`src/rtl/sdr_rd_pkg.sv`:
```
package sdr_rd_pkg;

    typedef enum logic [1:0] {
        CMD_NOP,
        CMD_ACT,
        CMD_RD,
        CMD_PRE
    } sdr_cmd_e;

    typedef enum logic [2:0] {
        ST_IDLE,
        ST_ACT,
        ST_TRCD,
        ST_READ,
        ST_PRE_X,
        ST_TRP,
        ST_PRE_END,
        ST_DRAIN
    } seq_state_e;

    typedef struct packed {
        logic cs_n;
        logic ras_n;
        logic cas_n;
        logic we_n;
    } sdr_pins_t;

    function automatic int imax(input int a, input int b);
        return (a > b) ? a : b;
    endfunction

    function automatic sdr_pins_t encode_cmd(input sdr_cmd_e c);
        sdr_pins_t p;
        case (c)
            CMD_ACT: p = '{cs_n: 1'b0, ras_n: 1'b0, cas_n: 1'b1, we_n: 1'b1};
            CMD_RD:  p = '{cs_n: 1'b0, ras_n: 1'b1, cas_n: 1'b0, we_n: 1'b1};
            CMD_PRE: p = '{cs_n: 1'b0, ras_n: 1'b0, cas_n: 1'b1, we_n: 1'b0};
            default: p = '{cs_n: 1'b0, ras_n: 1'b1, cas_n: 1'b1, we_n: 1'b1};
        endcase
        return p;
    endfunction

    function automatic sdr_cmd_e state_cmd(input seq_state_e s);
        case (s)
            ST_ACT:     return CMD_ACT;
            ST_READ:    return CMD_RD;
            ST_PRE_X:   return CMD_PRE;
            ST_PRE_END: return CMD_PRE;
            default:    return CMD_NOP;
        endcase
    endfunction

endpackage

```
`src/rtl/sdr_rd_cursor.sv`:
```
module sdr_rd_cursor #(
    parameter int COL_W = 4,
    parameter int ROW_W = 4,
    parameter int LEN_W = 6
) (
    input  logic             clk,
    input  logic             rst,
    input  logic             load,
    input  logic [ROW_W-1:0] ld_row,
    input  logic [COL_W-1:0] ld_col,
    input  logic [LEN_W-1:0] ld_len,
    input  logic             step,
    output logic [ROW_W-1:0] row_q,
    output logic [COL_W-1:0] col_q,
    output logic             last,
    output logic             wrap
);
    localparam logic [COL_W-1:0] COL_END = {COL_W{1'b1}};

    logic [LEN_W-1:0] rem_q;

    always_ff @(posedge clk) begin
        if (rst) begin
            row_q <= '0;
            col_q <= '0;
            rem_q <= '0;
        end else if (load) begin
            row_q <= ld_row;
            col_q <= ld_col;
            rem_q <= ld_len;
        end else if (step) begin
            col_q <= col_q + 1'b1;
            rem_q <= rem_q - 1'b1;
            if (col_q == COL_END) begin
                row_q <= row_q + 1'b1;
            end
        end
    end

    assign last = (rem_q == LEN_W'(1));
    assign wrap = (col_q == COL_END);

endmodule

```
`src/rtl/sdr_rd_ctrl.sv`:
```
module sdr_rd_ctrl
    import sdr_rd_pkg::*;
#(
    parameter int T_RCD   = 3,
    parameter int T_RP    = 3,
    parameter int CAS_LAT = 2
) (
    input  logic       clk,
    input  logic       rst,
    input  logic       req_go,
    input  logic       last,
    input  logic       wrap,
    output seq_state_e state_q,
    output logic       load,
    output logic       step
);
    localparam int END_GAP = imax(T_RP, CAS_LAT + 1) - 2;
    localparam int CNT_MAX = imax(imax(T_RCD, T_RP), END_GAP + 1);
    localparam int CNT_W   = $clog2(CNT_MAX + 1);

    seq_state_e       state_d;
    logic [CNT_W-1:0] cnt_q, cnt_d;

    always_comb begin
        state_d = state_q;
        cnt_d   = cnt_q;
        load    = 1'b0;
        step    = 1'b0;
        case (state_q)
            ST_IDLE: begin
                if (req_go) begin
                    state_d = ST_ACT;
                    load    = 1'b1;
                end
            end
            ST_ACT: begin
                state_d = ST_TRCD;
                cnt_d   = CNT_W'(T_RCD - 2);
            end
            ST_TRCD: begin
                if (cnt_q == '0) state_d = ST_READ;
                else             cnt_d   = cnt_q - 1'b1;
            end
            ST_READ: begin
                step = 1'b1;
                if (last)      state_d = ST_PRE_END;
                else if (wrap) state_d = ST_PRE_X;
            end
            ST_PRE_X: begin
                state_d = ST_TRP;
                cnt_d   = CNT_W'(T_RP - 2);
            end
            ST_TRP: begin
                if (cnt_q == '0) state_d = ST_ACT;
                else             cnt_d   = cnt_q - 1'b1;
            end
            ST_PRE_END: begin
                if (END_GAP == 0) begin
                    state_d = ST_IDLE;
                end else begin
                    state_d = ST_DRAIN;
                    cnt_d   = CNT_W'(END_GAP - 1);
                end
            end
            ST_DRAIN: begin
                if (cnt_q == '0) state_d = ST_IDLE;
                else             cnt_d   = cnt_q - 1'b1;
            end
            default: state_d = ST_IDLE;
        endcase
    end

    always_ff @(posedge clk) begin
        if (rst) begin
            state_q <= ST_IDLE;
            cnt_q   <= '0;
        end else begin
            state_q <= state_d;
            cnt_q   <= cnt_d;
        end
    end

endmodule

```
`src/rtl/sdr_rd_pins.sv`:
```
module sdr_rd_pins
    import sdr_rd_pkg::*;
#(
    parameter int ROW_W   = 4,
    parameter int COL_W   = 4,
    parameter int ADDR_W  = 4,
    parameter int CAS_LAT = 2
) (
    input  logic              clk,
    input  logic              rst,
    input  seq_state_e        state,
    input  logic [ROW_W-1:0]  row,
    input  logic [COL_W-1:0]  col,
    output sdr_pins_t         pins,
    output logic [ADDR_W-1:0] addr,
    output logic              rd_valid
);
    sdr_cmd_e           cmd;
    logic [CAS_LAT-1:0] rd_pipe;

    always_comb begin
        cmd  = state_cmd(state);
        pins = encode_cmd(cmd);
        case (cmd)
            CMD_ACT: addr = ADDR_W'(row);
            CMD_RD:  addr = ADDR_W'(col);
            default: addr = '0;
        endcase
    end

    always_ff @(posedge clk) begin
        if (rst) begin
            rd_pipe <= '0;
        end else begin
            rd_pipe[0] <= (cmd == CMD_RD);
            for (int i = 1; i < CAS_LAT; i++) begin
                rd_pipe[i] <= rd_pipe[i-1];
            end
        end
    end

    assign rd_valid = rd_pipe[CAS_LAT-1];

endmodule

```
`src/rtl/sdr_burst_rd_seq.sv`:
```
module sdr_burst_rd_seq
    import sdr_rd_pkg::*;
#(
    parameter int COL_W   = 4,
    parameter int ROW_W   = 4,
    parameter int LEN_W   = 6,
    parameter int T_RCD   = 3,
    parameter int T_RP    = 3,
    parameter int CAS_LAT = 2,
    localparam int AW     = ROW_W + COL_W,
    localparam int ADDR_W = imax(ROW_W, COL_W)
) (
    input  logic              clk,
    input  logic              rst,
    input  logic              req_valid,
    input  logic [AW-1:0]     req_addr,
    input  logic [LEN_W-1:0]  req_len,
    output logic              busy,
    output logic              sd_cs_n,
    output logic              sd_ras_n,
    output logic              sd_cas_n,
    output logic              sd_we_n,
    output logic [ADDR_W-1:0] sd_addr,
    output logic              rd_valid
);
    seq_state_e       state;
    logic             load, step, last, wrap, req_go;
    logic [ROW_W-1:0] row_q;
    logic [COL_W-1:0] col_q;
    sdr_pins_t        pins;

    assign req_go = req_valid && (req_len != '0);

    sdr_rd_ctrl #(
        .T_RCD  (T_RCD),
        .T_RP   (T_RP),
        .CAS_LAT(CAS_LAT)
    ) u_ctrl (
        .clk    (clk),
        .rst    (rst),
        .req_go (req_go),
        .last   (last),
        .wrap   (wrap),
        .state_q(state),
        .load   (load),
        .step   (step)
    );

    sdr_rd_cursor #(
        .COL_W(COL_W),
        .ROW_W(ROW_W),
        .LEN_W(LEN_W)
    ) u_cursor (
        .clk   (clk),
        .rst   (rst),
        .load  (load),
        .ld_row(req_addr[AW-1:COL_W]),
        .ld_col(req_addr[COL_W-1:0]),
        .ld_len(req_len),
        .step  (step),
        .row_q (row_q),
        .col_q (col_q),
        .last  (last),
        .wrap  (wrap)
    );

    sdr_rd_pins #(
        .ROW_W  (ROW_W),
        .COL_W  (COL_W),
        .ADDR_W (ADDR_W),
        .CAS_LAT(CAS_LAT)
    ) u_pins (
        .clk     (clk),
        .rst     (rst),
        .state   (state),
        .row     (row_q),
        .col     (col_q),
        .pins    (pins),
        .addr    (sd_addr),
        .rd_valid(rd_valid)
    );

    assign busy     = (state != ST_IDLE);
    assign sd_cs_n  = pins.cs_n;
    assign sd_ras_n = pins.ras_n;
    assign sd_cas_n = pins.cas_n;
    assign sd_we_n  = pins.we_n;

endmodule

```
`config.mk`:
```
export PLATFORM = sky130hd
export DESIGN_NAME = sdr_burst_rd_seq
export DESIGN_NICKNAME = d
export VERILOG_FILES = /design/src/rtl/sdr_rd_pkg.sv /design/src/rtl/sdr_rd_cursor.sv /design/src/rtl/sdr_rd_ctrl.sv /design/src/rtl/sdr_rd_pins.sv /design/src/rtl/sdr_burst_rd_seq.sv
export SDC_FILE = /design/constraint.sdc
export NUM_CORES = 1
export LEC_CHECK = 0
export ABC_AREA = 1
export BUFFER_PORTS_ARGS = -buffer_cell sky130_fd_sc_hd__buf_4
export CORE_ASPECT_RATIO = 1.1
export CORE_MARGIN = 2
export CORE_UTILIZATION = 28
export DETAILED_ROUTE_END_ITERATION = 16
export SYNTH_ARGS = -nofsm -noshare
export SYNTH_HDL_FRONTEND = slang
export SYNTH_SLANG_ARGS = --single-unit
```
`constraint.sdc`:
```
create_clock -name clk -period 1.9 [get_ports clk]
set_clock_uncertainty 0.2 [all_clocks]
set_input_delay 0.095 -clock clk [delete_from_list [all_inputs] [get_ports clk]]
set_output_delay 0.095 -clock clk [all_outputs]
set_load 0.02 [all_outputs]
```
* Word level (Yosys, flattened, before mapping)
Cells that the tools add are included.
** Storage, ports and cells
- Bits in registers :: 21
- Bits of input ports :: 17
- Output and inout bits :: 10
- Word-level logic and storage cells :: 64
** Operators by class
- $add $sub $neg :: 4
- Equality and inequality tests :: 18
- Muxes and demuxes :: 22
- Reduce and logical (&&, ||, !) cells :: 14
** Operator list (count)
- 3-bit one-hot mux with 8 select lines :: 1
- 4-bit two-way mux :: 5
- 3-bit two-way mux :: 6
- 3-bit == test (second input constant) :: 4
- 6-bit two-way mux :: 2
- 2-bit one-hot mux with 3 select lines :: 2
- 3-bit one-hot mux with 3 select lines :: 1
- 4-bit by 1-bit adder with 4-bit output (second input constant) :: 2
- 4-bit one-hot mux with 2 select lines :: 1
- 3-bit by 2-bit == test with 1-bit output (second input constant) :: 2
- 6-bit by 1-bit == test with 1-bit output (second input constant) :: 1
- 2-bit by 1-bit != test with 1-bit output (second input constant) :: 3
- 3-bit nonzero test :: 2
- 6-bit nonzero test :: 1
- 6-bit by 1-bit subtractor with 6-bit output (second input constant) :: 1
- 5-bit AND reduction :: 1
- 2-bit == test (second input constant) :: 2
- 4-bit == test (second input constant) :: 1
- 2-bit != test (second input constant) :: 2
- 2-bit AND reduction :: 2
- 2-bit nonzero test :: 2
- 2-bit OR reduction :: 2
- 3-bit by 1-bit == test with 1-bit output (second input constant) :: 1
- 3-bit zero test :: 1
- other kinds (8) :: 10

* Longest topological paths before layout
- Depth in word-level cells :: 6
- Gate-level depth with buffers :: 9
- Depth with buffers taken out :: 9

* Hierarchy
From an unflattened synthesis, not the netlist that was laid out.
** Unflattened totals
- Cells, all modules :: 235
- Area, all modules :: 1511.4 um^2
** Modules (own cells, without submodules)
- sdr_rd_cursor :: instances 1, cells each 128, area each 852.1 um^2, seq. area each 280.3 um^2
- sdr_rd_ctrl :: instances 1, cells each 66, area each 407.9 um^2, seq. area each 100.1 um^2
- sdr_rd_pins :: instances 1, cells each 34, area each 221.5 um^2, seq. area each 40.0 um^2
- sdr_burst_rd_seq :: instances 1, cells each 7, area each 30.0 um^2, seq. area each 0.0 um^2

* Worst setup path after synthesis
No wires, ideal clock.
- Kind :: register to output
- Start point :: register u_ctrl.state_q[2]
- End point :: output sd_addr[2]
- Arrival :: 1624 ps
- Required time :: 1605 ps
- Slack :: -19 ps
- Stages on the path, launching flop included :: 10
- Path buffers :: 1
- Cells stage by stage :: dfxtp_1 > buf_6 > inv_1 > nor2_1 > inv_1 > o21ai_0 > inv_1 > ha_1 > nand2_1 > a21oi_1
** On the way
- Word-level cells in the longest chain between the ends :: 5
- Elaborated cells on any way between the ends :: 9
- Those cells by class :: eq/ne: 6; mux: 2; reduce/logical: 1
** Ends and longest elaborated chain
- from (decl) :: line sdr_rd_ctrl.sv:13 : output seq_state_e state_q,
- from (signal assigned) :: line sdr_rd_ctrl.sv:78 : state_q <= state_d;
- 3-bit == test :: line sdr_rd_pkg.sv:44 : case (s)
- 2-bit OR reduction (no line)
- 2-bit one-hot mux with 3 select lines (*) :: line sdr_rd_pkg.sv:44
- 2-bit == test or 2-bit by 1-bit == test with 1-bit output (tied branches) :: line sdr_rd_pins.sv:24 : case (cmd)
- 4-bit one-hot mux with 2 select lines (*) :: line sdr_rd_pins.sv:24
- to (decl) :: line sdr_burst_rd_seq.sv:23 : output logic [ADDR_W-1:0] sd_addr,
Every way passes the cells marked *; elsewhere a longest branch is shown, timed or not.

* Worst setup path in the final report
- Start point :: register u_ctrl.state_q[0]
- End point :: output sd_addr[1]
Same word-level chain as after synthesis.

==> run metrics <==
status finished clean; CP peak stage delay approximately 0.38 ns; sequential fraction of the synthesis area 29.04%; Power Dens Cells roughly 1500 nW/µm²; I/O pins 27; Multi-input gate area 933.4 µm²; Pre-antenna DRT Iters 4; largest net degree at the start of global routing 13; fill count 530; number of synthesized flops with an enable pin 0; endpoints failing hold 0; kind of critical path reg -> out; Syn Area/Cell roughly 6.5 µm²; # clock sinks 21; clk root buf clkbuf_8; cells along the critical path nor2_4, inv_2, o21ai_4, inv_2, ha_4, nand2_1, a21oi_2, buf_4; Max Fclk between 500 and 600 MHz; HPWL Detailed 2.641 mm; async set or reset register ratio after synthesis 0%; 1st-iter DRT viols between 40 and 50; chip height between 70 and 80 µm; total CTS buffers 3; CTS tree done; Final Max Slew Viols 0; Peak VDD IR 0.4285 mV; category of the worst setup path capture point primary output; Netlist cell types 28; post-placement cell count just over 300; routed wire length 3.611 mm; max-cap violation count 0; clock tree buffer depth 2; type of origin of the critical path register; placed inst area 1715 µm²; sequential standard cell area 425.4 µm²; area of the core between 4000 and 5000 µm²; GRT overflow 0; CP Data Required Time 1.60 ns; Tmin final about 1.8 ns; DRC Markers 0; routability cong. 0.8460; Critical Path Fanout Max 6; initial core utilization between 20 and 30%; Final setup violation count 0; Final nets 297; worst skew pair latency between 0.2 and 0.3 ns; Yosys reg bits 21; Hold Crit Class in -> reg; first-pass GRT wire length between 6 and 7 mm; Layout Cells excl Fill ~330; fin crit share roughly 97%; gr usage total a little over an eighth; final worst slack a little over 0.06 ns; total die area around 5800 µm²; Chip Width a little over 70 µm; vias in the first global route ~1.4k; Diodes inserted 0; # port buffers 25; Routed WL per cell 11.01 µm; via count approximately 1.5k; fraction of layout cells with a size suffix above 1 around a quarter; H-Tree Depth 1; Critical Path Slowest Stage Cell dfxtp_4; Area Growth Syn to Fin 40.62%; Finished Cell Area 2036 µm²; Post-Syn Area approximately 1400 µm²; drt via density around 4.5; Synth Flop Type dfxtp_1; remaining antenna violation count 0; leakage about 0.95 nW; initial antenna violation count 0; cell mode on critical path inv_2; Yosys Warn Count 0; clock-pin slew on the worst setup and hold paths 0.08 ns; pre-CTS setup slack 0.1412 ns; Syn Inst Count about 220; Net Count, Synth between 200 and 250; Arr. time, crit path 1.54 ns; row cnt 27
==> cell families after synthesis <==
family                     share of synthesized area [%]
and+or+nand+nor                                    35.96
buffers and inverters                              13.48
AOI/OAI and AO/OA                                  10.46
DFF                                                29.04
adders and majority gates                          7.779
xor gates and xnor gates                           3.025
other                                             0.2590
==> power breakdown <==
group          internal [W]  switching (W)  leakage [nW]  total [W]
logic              0.000837        0.00112         0.751    0.00195
registers          0.000593       0.000134         0.173   0.000727
clock network      0.000150       0.000150        0.0228   0.000300
==> through the flow <==
stage / total power [W] / TNS, ns / util (%) / hold slack, ns
after floorplan: 0.001877 / 0 / - / -0.03593
after global placement: 0.002303 / 0 / 34.31 / 0.1403
after detailed placement: 0.002311 / 0 / 34.31 / 0.1453
after CTS: 0.002828 / 0 / 39.21 / 0.01327
after global routing: 0.003281 / -0.01738 / 40.72 / 0.05347
final: 0.002980 / 0 / 40.72 / 0.01443
==> routing by layer <==
metal	GRT usage, %	wire (µm)	up-vias
met5	0	0	-
met4	5.556	60	0
met3	1.515	102	4
met2	24.00	1772	27
met1	16.35	1675	666
li1	-	-	788
==> placed cells by master (no fill, tap or decap), drive strengths merged <==
| master | count |
|---|---|
| nand2 | 54 |
| buf | 38 |
| nor2 | 34 |
| inv | 34 |
| dfxtp | 21 |
| nand3 | 21 |
| a21oi | 14 |
| dlygate4sd3 | 13 |
| o21ai | 9 |
| ha | 9 |
| xnor2 | 4 |
| clkbuf | 4 |
| or2 | 3 |
| o211a | 2 |
| nand4 | 2 |
| o22ai | 2 |
| nor3 | 2 |
| clkinv | 1 |
| xor2 | 1 |
| nand3b | 1 |
| conb | 1 |
==> sequential cells by signal, summed over array words and instances (netlist names) <==
signal	cells
u_cursor.rem_q	6
u_cursor.col_q	4
u_ctrl.cnt_q	2
u_cursor.row_q	4
u_ctrl.state_q	3
u_pins.rd_pipe	2
==> layout make-up <==
cell class | count | share of cell area [%]
clock buffers | 4 | 2.213
flip-flops and latches | 21 | 20.90
repair buffers | 51 | 20.77
inverters | 35 | 6.699
multi-input cells | 159 | 45.85
well taps | 58 | 3.565
==> path summary, 6_finish.rpt <==
check                    start                end  slack [ns]  cells past startpoint
max          u_ctrl.state_q[0]         sd_addr[1]        0.06                      8
min                 req_len[0]  u_cursor.rem_q[0]        0.01                      5
max reg2reg  u_ctrl.state_q[2]  u_cursor.rem_q[1]        0.20                      8
min reg2reg  u_pins.rd_pipe[0]  u_pins.rd_pipe[1]        0.21                      2
==> Yosys cell counts (4+ instances only) <==
| cell | count | area [µm²] |
|---|---|---|
| nand2_1 | 54 | 202.7 |
| inv_1 | 33 | 123.9 |
| nor2_1 | 33 | 123.9 |
| dfxtp_1 | 21 | 420.4 |
| nand3_1 | 18 | 90.09 |
| a21oi_1 | 14 | 70.07 |
| ha_1 | 9 | 112.6 |
| o21ai_0 | 8 | 40.04 |
| buf_6 | 4 | 45.04 |
| xnor2_1 | 4 | 35.03 |
==> worst max-delay path, delay by kind of cell, from the launching register on <==
family / cells / cell delay, ns
DFF: 1 / 0.38
buffers and inverters: 3 / 0.34
and+or+nand+nor: 2 / 0.23
adders and majority gates: 1 / 0.18
AOI/OAI and AO/OA: 2 / 0.15
==> timing repair <==
action	CTS	global route
hold buffers	13	0
buffers inserted	3	1
pin swaps	2	3
endpoints found under the hold margin	18	0
gates resized for setup	15	17
setup endpoints to repair	5	4
No activity file was read; power rests on OpenSTA's default activity.
